==> src/rtl/ooo_rs_pkg.sv <==
package ooo_rs_pkg;
   typedef enum logic [1:0] {
      OP_ADD = 2'd0,
      OP_SUB = 2'd1,
      OP_XOR = 2'd2,
      OP_MUL = 2'd3
   } alu_op_e;

   typedef enum logic [1:0] {
      RS_FREE,
      RS_WAIT,
      RS_EXEC,
      RS_DONE
   } rs_state_e;
endpackage

==> src/rtl/ooo_rs_rename_rf.sv <==
module ooo_rs_rename_rf #(
   parameter int W    = 16,
   parameter int NREG = 8,
   parameter int RW   = 3,
   parameter int TAGW = 2
) (
   input  logic            clk,
   input  logic            rst_n,
   input  logic [RW-1:0]   rd_a,
   input  logic [RW-1:0]   rd_b,
   output logic [W-1:0]    val_a,
   output logic [TAGW-1:0] tag_a,
   output logic [W-1:0]    val_b,
   output logic [TAGW-1:0] tag_b,
   input  logic            cdb_valid,
   input  logic [TAGW-1:0] cdb_tag,
   input  logic [RW-1:0]   cdb_dst,
   input  logic [W-1:0]    cdb_data,
   input  logic            iss_en,
   input  logic [RW-1:0]   iss_dst,
   input  logic [TAGW-1:0] iss_tag
);
   logic [W-1:0]    rval [NREG];
   logic [TAGW-1:0] rtag [NREG];

   // read with same-cycle bypass from the broadcast bus
   function automatic logic [TAGW+W-1:0] lookup(input logic [RW-1:0] a);
      logic [TAGW-1:0] t;
      t = rtag[a];
      if (t != '0 && cdb_valid && cdb_tag == t) return {{TAGW{1'b0}}, cdb_data};
      if (t == '0)                              return {{TAGW{1'b0}}, rval[a]};
      return {t, {W{1'b0}}};
   endfunction

   always_comb begin
      {tag_a, val_a} = lookup(rd_a);
      {tag_b, val_b} = lookup(rd_b);
   end

   always_ff @(posedge clk or negedge rst_n) begin
      if (!rst_n) begin
         for (int r = 0; r < NREG; r++) begin
            rval[r] <= W'(r);
            rtag[r] <= '0;
         end
      end else begin
         if (cdb_valid && rtag[cdb_dst] == cdb_tag) begin
            rval[cdb_dst] <= cdb_data;
            rtag[cdb_dst] <= '0;
         end
         if (iss_en) rtag[iss_dst] <= iss_tag;
      end
   end

   AST_RF_WRITEBACK: assert property (@(posedge clk) disable iff (!rst_n)
      (cdb_valid && rtag[cdb_dst] == cdb_tag && !(iss_en && iss_dst == cdb_dst))
      |=> (rtag[$past(cdb_dst)] == '0 && rval[$past(cdb_dst)] == $past(cdb_data)));
   AST_RF_STALE_KEEP: assert property (@(posedge clk) disable iff (!rst_n)
      (cdb_valid && rtag[cdb_dst] != cdb_tag)
      |=> (rval[$past(cdb_dst)] == $past(rval[cdb_dst])));
   AST_RF_RENAME: assert property (@(posedge clk) disable iff (!rst_n)
      iss_en |=> (rtag[$past(iss_dst)] == $past(iss_tag)));
endmodule

==> src/rtl/ooo_rs_age_arb.sv <==
module ooo_rs_age_arb #(
   parameter int NRS = 3
) (
   input  logic           clk,
   input  logic           rst_n,
   input  logic [NRS-1:0] alloc_vec,
   input  logic [NRS-1:0] exec_req,
   input  logic [NRS-1:0] bcast_req,
   output logic [NRS-1:0] exec_gnt,
   output logic [NRS-1:0] bcast_gnt
);
   // older[i][j] set: station i was issued before station j
   logic [NRS-1:0] older [NRS];

   always_ff @(posedge clk or negedge rst_n) begin
      if (!rst_n) begin
         for (int i = 0; i < NRS; i++) older[i] <= '0;
      end else begin
         for (int k = 0; k < NRS; k++) begin
            if (alloc_vec[k]) begin
               for (int j = 0; j < NRS; j++) begin
                  older[k][j] <= 1'b0;
                  if (j != k) older[j][k] <= 1'b1;
               end
            end
         end
      end
   end

   function automatic logic [NRS-1:0] pick_oldest(input logic [NRS-1:0] req);
      logic [NRS-1:0] g;
      for (int i = 0; i < NRS; i++) begin
         logic blk;
         blk = 1'b0;
         for (int j = 0; j < NRS; j++)
            if (j != i && req[j] && older[j][i]) blk = 1'b1;
         g[i] = req[i] && !blk;
      end
      return g;
   endfunction

   always_comb begin
      exec_gnt  = pick_oldest(exec_req);
      bcast_gnt = pick_oldest(bcast_req);
   end

   AST_BUS_ONE_WINNER: assert property (@(posedge clk) disable iff (!rst_n)
      $onehot0(bcast_gnt));
   AST_BUS_NOT_IDLE: assert property (@(posedge clk) disable iff (!rst_n)
      (bcast_req != '0) |-> (bcast_gnt != '0));
   AST_DISPATCH_NOT_IDLE: assert property (@(posedge clk) disable iff (!rst_n)
      (exec_req != '0) |-> $onehot(exec_gnt));
endmodule

==> src/rtl/ooo_rs_station.sv <==
module ooo_rs_station
   import ooo_rs_pkg::*;
#(
   parameter int W    = 16,
   parameter int RW   = 3,
   parameter int TAGW = 2
) (
   input  logic            clk,
   input  logic            rst_n,
   input  logic            alloc,
   input  alu_op_e         a_op,
   input  logic [RW-1:0]   a_dst,
   input  logic [W-1:0]    a_v1,
   input  logic [TAGW-1:0] a_t1,
   input  logic [W-1:0]    a_v2,
   input  logic [TAGW-1:0] a_t2,
   input  logic            cdb_valid,
   input  logic [TAGW-1:0] cdb_tag,
   input  logic [W-1:0]    cdb_data,
   input  logic            exec_gnt,
   input  logic            res_valid,
   input  logic [W-1:0]    res_data,
   input  logic            bcast_gnt,
   output logic            busy,
   output logic            exec_req,
   output logic            bcast_req,
   output alu_op_e         op,
   output logic [RW-1:0]   dst,
   output logic [W-1:0]    v1,
   output logic [W-1:0]    v2,
   output logic [W-1:0]    result
);
   rs_state_e       st;
   logic [TAGW-1:0] t1, t2;

   always_ff @(posedge clk or negedge rst_n) begin
      if (!rst_n) begin
         st     <= RS_FREE;
         t1     <= '0;
         t2     <= '0;
         op     <= OP_ADD;
         dst    <= '0;
         v1     <= '0;
         v2     <= '0;
         result <= '0;
      end else if (alloc) begin
         st  <= RS_WAIT;
         op  <= a_op;
         dst <= a_dst;
         v1  <= a_v1;
         t1  <= a_t1;
         v2  <= a_v2;
         t2  <= a_t2;
      end else begin
         unique case (st)
            RS_WAIT: begin
               if (t1 != '0 && cdb_valid && cdb_tag == t1) begin
                  v1 <= cdb_data;
                  t1 <= '0;
               end
               if (t2 != '0 && cdb_valid && cdb_tag == t2) begin
                  v2 <= cdb_data;
                  t2 <= '0;
               end
               if (exec_gnt) st <= RS_EXEC;
            end
            RS_EXEC: if (res_valid) begin
               result <= res_data;
               st     <= RS_DONE;
            end
            RS_DONE: if (bcast_gnt) st <= RS_FREE;
            default: ;
         endcase
      end
   end

   assign busy      = (st != RS_FREE);
   assign exec_req  = (st == RS_WAIT) && t1 == '0 && t2 == '0;
   assign bcast_req = (st == RS_DONE);

   AST_ALLOC_ONLY_FREE: assert property (@(posedge clk) disable iff (!rst_n)
      alloc |-> (st == RS_FREE));
   AST_EXEC_HAS_OPERANDS: assert property (@(posedge clk) disable iff (!rst_n)
      (st == RS_EXEC) |-> (t1 == '0 && t2 == '0));
   AST_RESULT_WHEN_EXEC: assert property (@(posedge clk) disable iff (!rst_n)
      res_valid |-> (st == RS_EXEC));
   AST_FREE_AFTER_BCAST: assert property (@(posedge clk) disable iff (!rst_n)
      bcast_gnt |=> (st == RS_FREE));
   AST_LOSER_HOLDS: assert property (@(posedge clk) disable iff (!rst_n)
      (st == RS_DONE && !bcast_gnt) |=> (st == RS_DONE && $stable(result)));
endmodule

==> src/rtl/ooo_rs_fu_pipe.sv <==
module ooo_rs_fu_pipe #(
   parameter int W     = 16,
   parameter int TAGW  = 2,
   parameter int DEPTH = 1
) (
   input  logic            clk,
   input  logic            rst_n,
   input  logic            in_valid,
   input  logic [TAGW-1:0] in_tag,
   input  logic [W-1:0]    in_data,
   output logic            out_valid,
   output logic [TAGW-1:0] out_tag,
   output logic [W-1:0]    out_data
);
   logic [DEPTH-1:0] vld;
   logic [TAGW-1:0]  tg [DEPTH];
   logic [W-1:0]     dt [DEPTH];

   always_ff @(posedge clk or negedge rst_n) begin
      if (!rst_n) begin
         vld <= '0;
      end else begin
         vld[0] <= in_valid;
         for (int k = 1; k < DEPTH; k++) vld[k] <= vld[k-1];
      end
   end

   always_ff @(posedge clk) begin
      tg[0] <= in_tag;
      dt[0] <= in_data;
      for (int k = 1; k < DEPTH; k++) begin
         tg[k] <= tg[k-1];
         dt[k] <= dt[k-1];
      end
   end

   assign out_valid = vld[DEPTH-1];
   assign out_tag   = tg[DEPTH-1];
   assign out_data  = dt[DEPTH-1];
endmodule

==> src/rtl/ooo_rs_core.sv <==
module ooo_rs_core
   import ooo_rs_pkg::*;
#(
   parameter  int W         = 16,
   parameter  int NREG      = 8,
   parameter  int NRS       = 3,
   parameter  int LAT_SHORT = 1,
   parameter  int LAT_LONG  = 4,
   localparam int RW        = $clog2(NREG),
   localparam int TAGW      = $clog2(NRS + 1)
) (
   input  logic            clk,
   input  logic            rst_n,
   input  logic            in_valid,
   output logic            in_ready,
   input  logic [1:0]      in_op,
   input  logic [RW-1:0]   in_dst,
   input  logic [RW-1:0]   in_src_a,
   input  logic [RW-1:0]   in_src_b,
   output logic            cdb_valid,
   output logic [TAGW-1:0] cdb_tag,
   output logic [RW-1:0]   cdb_dst,
   output logic [W-1:0]    cdb_data
);
   localparam int NPIPE = 2;

   if (NRS < 1 || NRS >= (1 << TAGW)) begin : g_bad_nrs
      $error("NRS does not fit the tag width");
   end
   if (LAT_SHORT < 1 || LAT_LONG < LAT_SHORT) begin : g_bad_lat
      $error("latencies must satisfy 1 <= LAT_SHORT <= LAT_LONG");
   end
   if (NREG < 2 || NREG != (1 << RW)) begin : g_bad_nreg
      $error("NREG must be a power of two of at least 2");
   end

   logic [NRS-1:0]  busy, exec_req, bcast_req, exec_gnt, bcast_gnt, alloc_vec, res_v;
   alu_op_e         s_op  [NRS];
   logic [RW-1:0]   s_dst [NRS];
   logic [W-1:0]    s_v1  [NRS], s_v2 [NRS], s_res [NRS], res_d [NRS];
   logic [TAGW-1:0] alloc_tag, rf_ta, rf_tb;
   logic [W-1:0]    rf_va, rf_vb;
   logic            issue_fire;

   assign in_ready   = ~&busy;
   assign issue_fire = in_valid && in_ready;

   always_comb begin
      logic found;
      found     = 1'b0;
      alloc_vec = '0;
      alloc_tag = '0;
      for (int s = 0; s < NRS; s++) begin
         if (!busy[s] && !found) begin
            found        = 1'b1;
            alloc_vec[s] = issue_fire;
            alloc_tag    = TAGW'(s + 1);
         end
      end
   end

   ooo_rs_rename_rf #(.W(W), .NREG(NREG), .RW(RW), .TAGW(TAGW)) u_rf (
      .clk, .rst_n,
      .rd_a(in_src_a), .rd_b(in_src_b),
      .val_a(rf_va), .tag_a(rf_ta), .val_b(rf_vb), .tag_b(rf_tb),
      .cdb_valid, .cdb_tag, .cdb_dst, .cdb_data,
      .iss_en(issue_fire), .iss_dst(in_dst), .iss_tag(alloc_tag)
   );

   ooo_rs_age_arb #(.NRS(NRS)) u_arb (
      .clk, .rst_n, .alloc_vec, .exec_req, .bcast_req, .exec_gnt, .bcast_gnt
   );

   for (genvar s = 0; s < NRS; s++) begin : g_rs
      ooo_rs_station #(.W(W), .RW(RW), .TAGW(TAGW)) u_rs (
         .clk, .rst_n,
         .alloc(alloc_vec[s]), .a_op(alu_op_e'(in_op)), .a_dst(in_dst),
         .a_v1(rf_va), .a_t1(rf_ta), .a_v2(rf_vb), .a_t2(rf_tb),
         .cdb_valid, .cdb_tag, .cdb_data,
         .exec_gnt(exec_gnt[s]), .res_valid(res_v[s]), .res_data(res_d[s]),
         .bcast_gnt(bcast_gnt[s]),
         .busy(busy[s]), .exec_req(exec_req[s]), .bcast_req(bcast_req[s]),
         .op(s_op[s]), .dst(s_dst[s]), .v1(s_v1[s]), .v2(s_v2[s]), .result(s_res[s])
      );
   end

   // broadcast bus: driven by the single granted station
   always_comb begin
      cdb_valid = |bcast_gnt;
      cdb_tag   = '0;
      cdb_dst   = '0;
      cdb_data  = '0;
      for (int s = 0; s < NRS; s++) begin
         if (bcast_gnt[s]) begin
            cdb_tag  = TAGW'(s + 1);
            cdb_dst  = s_dst[s];
            cdb_data = s_res[s];
         end
      end
   end

   function automatic logic [W-1:0] alu(input alu_op_e o, input logic [W-1:0] a, input logic [W-1:0] b);
      unique case (o)
         OP_ADD:  return a + b;
         OP_SUB:  return a - b;
         OP_XOR:  return a ^ b;
         default: return W'(a * b);
      endcase
   endfunction

   logic            go, go_long;
   logic [TAGW-1:0] go_tag;
   logic [W-1:0]    go_res;

   always_comb begin
      go      = |exec_gnt;
      go_long = 1'b0;
      go_tag  = '0;
      go_res  = '0;
      for (int s = 0; s < NRS; s++) begin
         if (exec_gnt[s]) begin
            go_long = (s_op[s] == OP_MUL);
            go_tag  = TAGW'(s + 1);
            go_res  = alu(s_op[s], s_v1[s], s_v2[s]);
         end
      end
   end

   logic            p_vld [NPIPE];
   logic [TAGW-1:0] p_tag [NPIPE];
   logic [W-1:0]    p_dat [NPIPE];

   for (genvar g = 0; g < NPIPE; g++) begin : g_pipe
      localparam int DEPTH = (g == 0) ? LAT_SHORT : LAT_LONG;
      ooo_rs_fu_pipe #(.W(W), .TAGW(TAGW), .DEPTH(DEPTH)) u_pipe (
         .clk, .rst_n,
         .in_valid(go && (go_long == (g == 1))), .in_tag(go_tag), .in_data(go_res),
         .out_valid(p_vld[g]), .out_tag(p_tag[g]), .out_data(p_dat[g])
      );
   end

   always_comb begin
      for (int s = 0; s < NRS; s++) begin
         res_v[s] = 1'b0;
         res_d[s] = '0;
         for (int g = 0; g < NPIPE; g++) begin
            if (p_vld[g] && p_tag[g] == TAGW'(s + 1)) begin
               res_v[s] = 1'b1;
               res_d[s] = p_dat[g];
            end
         end
      end
   end

   AST_DISPATCH_ONEHOT: assert property (@(posedge clk) disable iff (!rst_n)
      $onehot0(exec_gnt));
   AST_CDB_TAG_LEGAL: assert property (@(posedge clk) disable iff (!rst_n)
      cdb_valid |-> (cdb_tag != '0 && int'(cdb_tag) <= NRS));
   AST_PIPES_DISTINCT: assert property (@(posedge clk) disable iff (!rst_n)
      (p_vld[0] && p_vld[1]) |-> (p_tag[0] != p_tag[1]));
   AST_STALL_WHEN_FULL: assert property (@(posedge clk) disable iff (!rst_n)
      (in_valid && !in_ready) |=> $stable(busy) || (bcast_gnt != '0) || $past(bcast_gnt != '0));
endmodule

==> config.mk <==
export PLATFORM = sky130hd
export DESIGN_NAME = ooo_rs_core
export DESIGN_NICKNAME = d
export VERILOG_FILES = /design/src/rtl/ooo_rs_pkg.sv /design/src/rtl/ooo_rs_rename_rf.sv /design/src/rtl/ooo_rs_age_arb.sv /design/src/rtl/ooo_rs_station.sv /design/src/rtl/ooo_rs_fu_pipe.sv /design/src/rtl/ooo_rs_core.sv
export SDC_FILE = /design/constraint.sdc
export NUM_CORES = 2
export LEC_CHECK = 0
export ABC_CLOCK_PERIOD_IN_PS = 8100
export CELL_PAD_IN_SITES_DETAIL_PLACEMENT = 1
export CELL_PAD_IN_SITES_GLOBAL_PLACEMENT = 1
export CORE_MARGIN = 5
export CORE_UTILIZATION = 53
export CTS_BUF_LIST = sky130_fd_sc_hd__clkbuf_8
export DETAILED_ROUTE_END_ITERATION = 8
export DONT_BUFFER_PORTS = 1
export PLACE_DENSITY_LB_ADDON = 0.1
export SLEW_MARGIN = 20
export SYNTH_ARGS = -nofsm -noshare
export SYNTH_HDL_FRONTEND = slang
export SYNTH_SLANG_ARGS = --single-unit
==> constraint.sdc <==
create_clock -name clk -period 8.1 [get_ports clk]
set_clock_uncertainty 0.1 [all_clocks]
set_input_delay 1.215 -clock clk [delete_from_list [all_inputs] [get_ports clk]]
set_output_delay 1.215 -clock clk [all_outputs]
set_load 0.01 [all_outputs]
After elaboration in Yosys (flattened, before gate mapping):

Memories as Yosys holds them, arrays and structs flattened.
Index checks and enable logic that the tools add are counted.

* word-level logic and storage cells: 389
* flip-flop bits (word level): 332
* memories kept: 4
* RAM bits: 90
* output and inout bits: 23
* input bits: 14

Memory list
* g_pipe[1].u_pipe.dt: words 4, bits a word 16, read ports 4, clocked after Yosys merged registers in 0, wr ports 4, RTL line ooo_rs_fu_pipe.sv:17 `logic [W-1:0] dt [DEPTH];`
* g_pipe[0].u_pipe.dt: words 1, bits a word 16, read ports 1, clocked after Yosys merged registers in 0, wr ports 1, RTL line ooo_rs_fu_pipe.sv:17
* g_pipe[1].u_pipe.tg: words 4, bits a word 2, read ports 4, clocked after Yosys merged registers in 0, wr ports 4, RTL line ooo_rs_fu_pipe.sv:16 `logic [TAGW-1:0] tg [DEPTH];`
* g_pipe[0].u_pipe.tg: words 1, bits a word 2, read ports 1, clocked after Yosys merged registers in 0, wr ports 1, RTL line ooo_rs_fu_pipe.sv:16

* reduce and logical (&&, ||, !) cells: 116
* bitwise gates (word level): 13
* $lt $le $gt $ge: 6
* muxes and demuxes: 151
* multipliers: 3
* $add $sub $neg: 6
* equal/unequal tests: 42

Operators with widths (number)
* $mux W16: 37
* $mux W18: 8
* $pmux W16 S3: 3
* $bwmux W128: 1
* $bmux W16 S3: 2
* $mux W2: 45
* $logic_and A1 B1 Y1: 54
* $add A16 B16 Y16: 3
* $demux W16 S3: 1
* $mul A16 B16 Y16: 3
* $sub A16 B16 Y16: 3
* $xor A16 B16 Y16: 3
* $reduce_bool A2 Y1: 23
* $mux W1: 40
* $eq A2 B2 Y1 const B: 16
* $ne A3 B1 Y1 const B: 9
* $logic_not A2 Y1: 11
* $bmux W2 S3: 3
* $eq A2 B2 Y1: 9
* $pmux W2 S3: 3
* $and A16 B16 Y16: 1
* $bwmux W16: 1
* $eq A2 B1 Y1 const B: 8
* $ge A4 B4 Y1 const B: 4
* 12 further kinds: 46

Depth between registers and ports, before layout:

* depth in word-level cells: 19
* depth in mapped cells: 25
* gate-level depth less buffers: 24

Modules after synthesis:

Synthesis repeated with hierarchy kept, for this count alone.

* cell total of the unflattened synthesis: 3786
* area, all modules: 37679.9 sq um

By module, submodules not included
* ooo_rs_core: area an instance 17274.1 sq um, times used 1, cells an instance 2219, sequential area each 0.0 sq um
* ooo_rs_station: area an instance 3183.1 sq um, times used 3, cells an instance 284, sequential area each 1476.4 sq um
* ooo_rs_rename_rf: area an instance 8652.0 sq um, times used 1, cells an instance 591, sequential area each 3618.5 sq um
* ooo_rs_fu_pipe (g_pipe[1].u_pipe): area an instance 1541.5 sq um, times used 1, cells an instance 76, sequential area each 1541.5 sq um
* ooo_rs_fu_pipe (g_pipe[0].u_pipe): area an instance 385.4 sq um, times used 1, cells an instance 19, sequential area each 385.4 sq um
* ooo_rs_age_arb: area an instance 277.8 sq um, times used 1, cells an instance 29, sequential area each 150.1 sq um

Worst setup path before layout:

OpenSTA, ideal clock, no wires.

* path type: flip-flop to flip-flop
* from: register g_rs[1].u_rs.v2[1]
* to: memory g_pipe[1].u_pipe.dt[0][14]
* path buffers: 2
* setup slack: 2.142 ns
* cell stages (with the launch flop): 23
* setup time: 0.125 ns
* arrival time: 5.733 ns
* path through: dfrtp_1 clkbuf_1 clkbuf_1 nand2_1 fa_1 inv_1 fa_1 ha_1 fa_1 inv_1 fa_1 inv_1 fa_1 ha_1 or2_2 o31a_1 a31oi_1 o21bai_1 a2111oi_0 nor3_1 xnor2_1 a211oi_1 o41a_1

RTL lines
* from (decl): RTL line ooo_rs_station.sv:30 `output logic [W-1:0] v2,`
* from (signal assigned): RTL line ooo_rs_station.sv:52 `v2 <= a_v2;`
* from (signal assigned): RTL line ooo_rs_station.sv:62 `v2 <= cdb_data;`
* to (decl): RTL line ooo_rs_fu_pipe.sv:17

==> results.cfg <==
[grt]
grt_pass1_vias = 31700
track_usage_pct = 33.7
grt_overflow = 0
antenna_found_initial = 4
grt_pass1_wl_um = 191000
grt_max_degree = 333

[timing]
finalHoldViolCount = 0
fmax_ghz = 0.147
slew_viol_final = 0
post-route-min-period_ns = 6.80
rsz0062_at_grt = no
final.period_utilization_pct = 83.9
setup_viol = 0
slew_headroom_pct = 12.2
worst_pin_slew_ns = 1.32
tns_ns = 0

[clock_network]
clk_pin_slew_ns = 0.07
cts.root.buffer_cell = clkbuf_8
cts.repair.resized = 0
cts_buffers = 70
postCtsSetupRepairBufs = 0
h-tree-depth = 3
clk_latency_ns = 0.67
ctsHoldBuffers = 0
tritoncts = built
clock-sinks = 404
clockBufferDepth = 3

[placed_design]
gp_congestion = 0.897
dpl.hpwl_um = 88800
port_buffers = 0

[floorplanning]
std_cell_rows = 95
dieArea_um2 = 73000
io_pins = 37
core_um2 = 67200
die_w_um = 270
initial_utilization_pct = 53.4
die_h_um = 270

[cells_and_area]
layout-drive-gt1-share_pct = 9.12
fin_nets = 4159
syn_to_final_growth_pct = 5.15

[synth]
ys_ff_latch = 404
ys.warnings.count = 0
synth_top_area_share_pct = 22.3
synthArstFlopShare_pct = 82.2
syn_nets = 4272
synth.cell_area_um2 = 35900
synth.distinct_cells = 79
synthCells = 3778
ys.flop_type = dfrtp_1
yosys-top-cells-count = 468 x nand2_1, 385 x inv_1, 320 x dfrtp_1, 243 x fa_1, 237 x ha_1
synth_area_leaders = dfrtp_1 22%, fa_1 14%, ha_1 8.3%
syn_area_per_cell_um2 = 9.50
yosysMostFrequentCell = nand2_1
synth_top_cell_by_area = dfrtp_1
synth_edf_count = 0
synth_seq_area_share_pct = 27.2

[setup_path]
startpoint_type = register
required_ns = 8.52
r2r_cells = 21
end_kind = register
cp.arrival_ns = 7.21
worstSetupPathType = reg2reg
path_max_fanout = 14

[detailed_routing]
routed_via_density = 6.26
routed_wl_um = 124000
first_pass_iters = 5
vias = 28700
dr.first_iter.drc_count = 2100
wl_per_cell_um = 26.9
drc = 0
ant_nets = 0

[run]
maxCapViolations = 0

[outcome]
outcome = completed

[min_path]
hp-class = in2async
## critical path, stage by stage (launching register included)
cell and delay, ns:
dfrtp_1 0.80, nand2_1 0.17, fa_1 0.53, inv_1 0.06
fa_1 0.53, ha_1 0.14, inv_1 0.05, fa_1 0.47
fa_1 0.55, inv_1 0.05, fa_1 0.43, ha_1 0.25
or3_1 0.38, a311o_1 0.30, a31oi_1 0.26, nor2b_1 0.08
o21a_1 0.19, o41ai_1 0.45, xnor2_1 0.22, a21oi_1 0.11
a211oi_1 0.47, a31oi_1 0.07
## routing by layer
layer  routed length, um  vias up  track usage [%]
li1                    -    12600                -
met2               58600      981             55.6
met5                  32        -                0
met1               50300    14900             43.1
met4                6370        4             15.2
met3                8320      309             6.78
## state kept, by name (all words and copies together) (netlist names), 6 cells and up
signal	cells
u_rf.rval	128
g_pipe.u_pipe.dt	64
g_rs.u_rs.result	48
g_rs.u_rs.v1	48
g_rs.u_rs.v2	48
u_rf.rtag	16
g_rs.u_rs.dst	9
g_pipe.u_pipe.tg	8
g_rs.u_rs.op	6
g_rs.u_rs.st	6
g_rs.u_rs.t1	6
g_rs.u_rs.t2	6
u_arb.older	6
## layout make-up
cell class / instances / area [um^2]
Inverter: 389 / 1460
Antenna cell: 1 / 2.50
Timing Repair Buffer: 60 / 450
Clock inverter: 45 / 226
Clock buffer: 78 / 1070
Tap cell: 873 / 1090
Multi-Input combinational cell: 2740 / 23700
Sequential cell: 404 / 9760
Fill cell: 7514 / 29400
## cell usage in the layout (no fill, tap or decap), types with 78 or more instances in the layout
| cell | count |
|---|---|
| o2bb2ai_1 | 128 |
| mux2i_1 | 215 |
| nor2_1 | 172 |
| o21ai_0 | 207 |
| nand2_1 | 463 |
| a21oi_1 | 133 |
| xnor2_1 | 150 |
| fa_1 | 243 |
| and2_1 | 191 |
| inv_1 | 409 |
| ha_1 | 237 |
| clkbuf_8 | 78 |
| dfrtp_1 | 320 |
## path summary, 6_finish.rpt
path | startpoint | end | slack, ns
max in group asynchronous | rst_n | u_rf.rval[58]$_DFFE_PN0P_ | 7.30
worst min-delay path | rst_n | u_rf.rval[80]$_DFFE_PN0P_ | 0.15
worst max-delay path | g_rs[2].u_rs.v1[4]$_DFFE_PN0P_ | g_pipe[1].u_pipe.dt[0][15]$_DFF_P_ | 1.30
worst max register to register | g_rs[2].u_rs.v1[4]$_DFFE_PN0P_ | g_pipe[1].u_pipe.dt[0][15]$_DFF_P_ | 1.30
worst min register to register | g_pipe[1].u_pipe.dt[2][13]$_DFF_P_ | g_pipe[1].u_pipe.dt[3][13]$_DFF_P_ | 0.23
min in group clk | g_pipe[1].u_pipe.dt[2][13]$_DFF_P_ | g_pipe[1].u_pipe.dt[3][13]$_DFF_P_ | 0.23
## kinds of logic after synthesis
family / synth area share [%]
AND/OR/NAND/NOR: 13.2
AO/OA/AOI/OAI: 14.4
buffers and inverters: 7.09
adder cells (fa/ha/maj): 21.8
flip-flops: 27.2
multiplexers: 10.8
XOR/XNOR: 5.47
## per-stage QoR
step	instances	area, um^2	util [%]	hold slack [ns]	setup slack [ns]
floorplan	3778	35900	-	0.210	2.14
global placement	4466	36400	54.2	0.210	1.65
detailed placement	4466	36400	54.2	0.213	1.44
CTS	4589	37700	56.1	0.0945	1.37
global route	4590	37700	56.2	0.127	1.14
finish	4590	37700	56.2	0.148	1.30
Power is left out: the tool's default activity adds up to more than one toggle a clock period on the data nets, which glitch-free logic cannot reach.
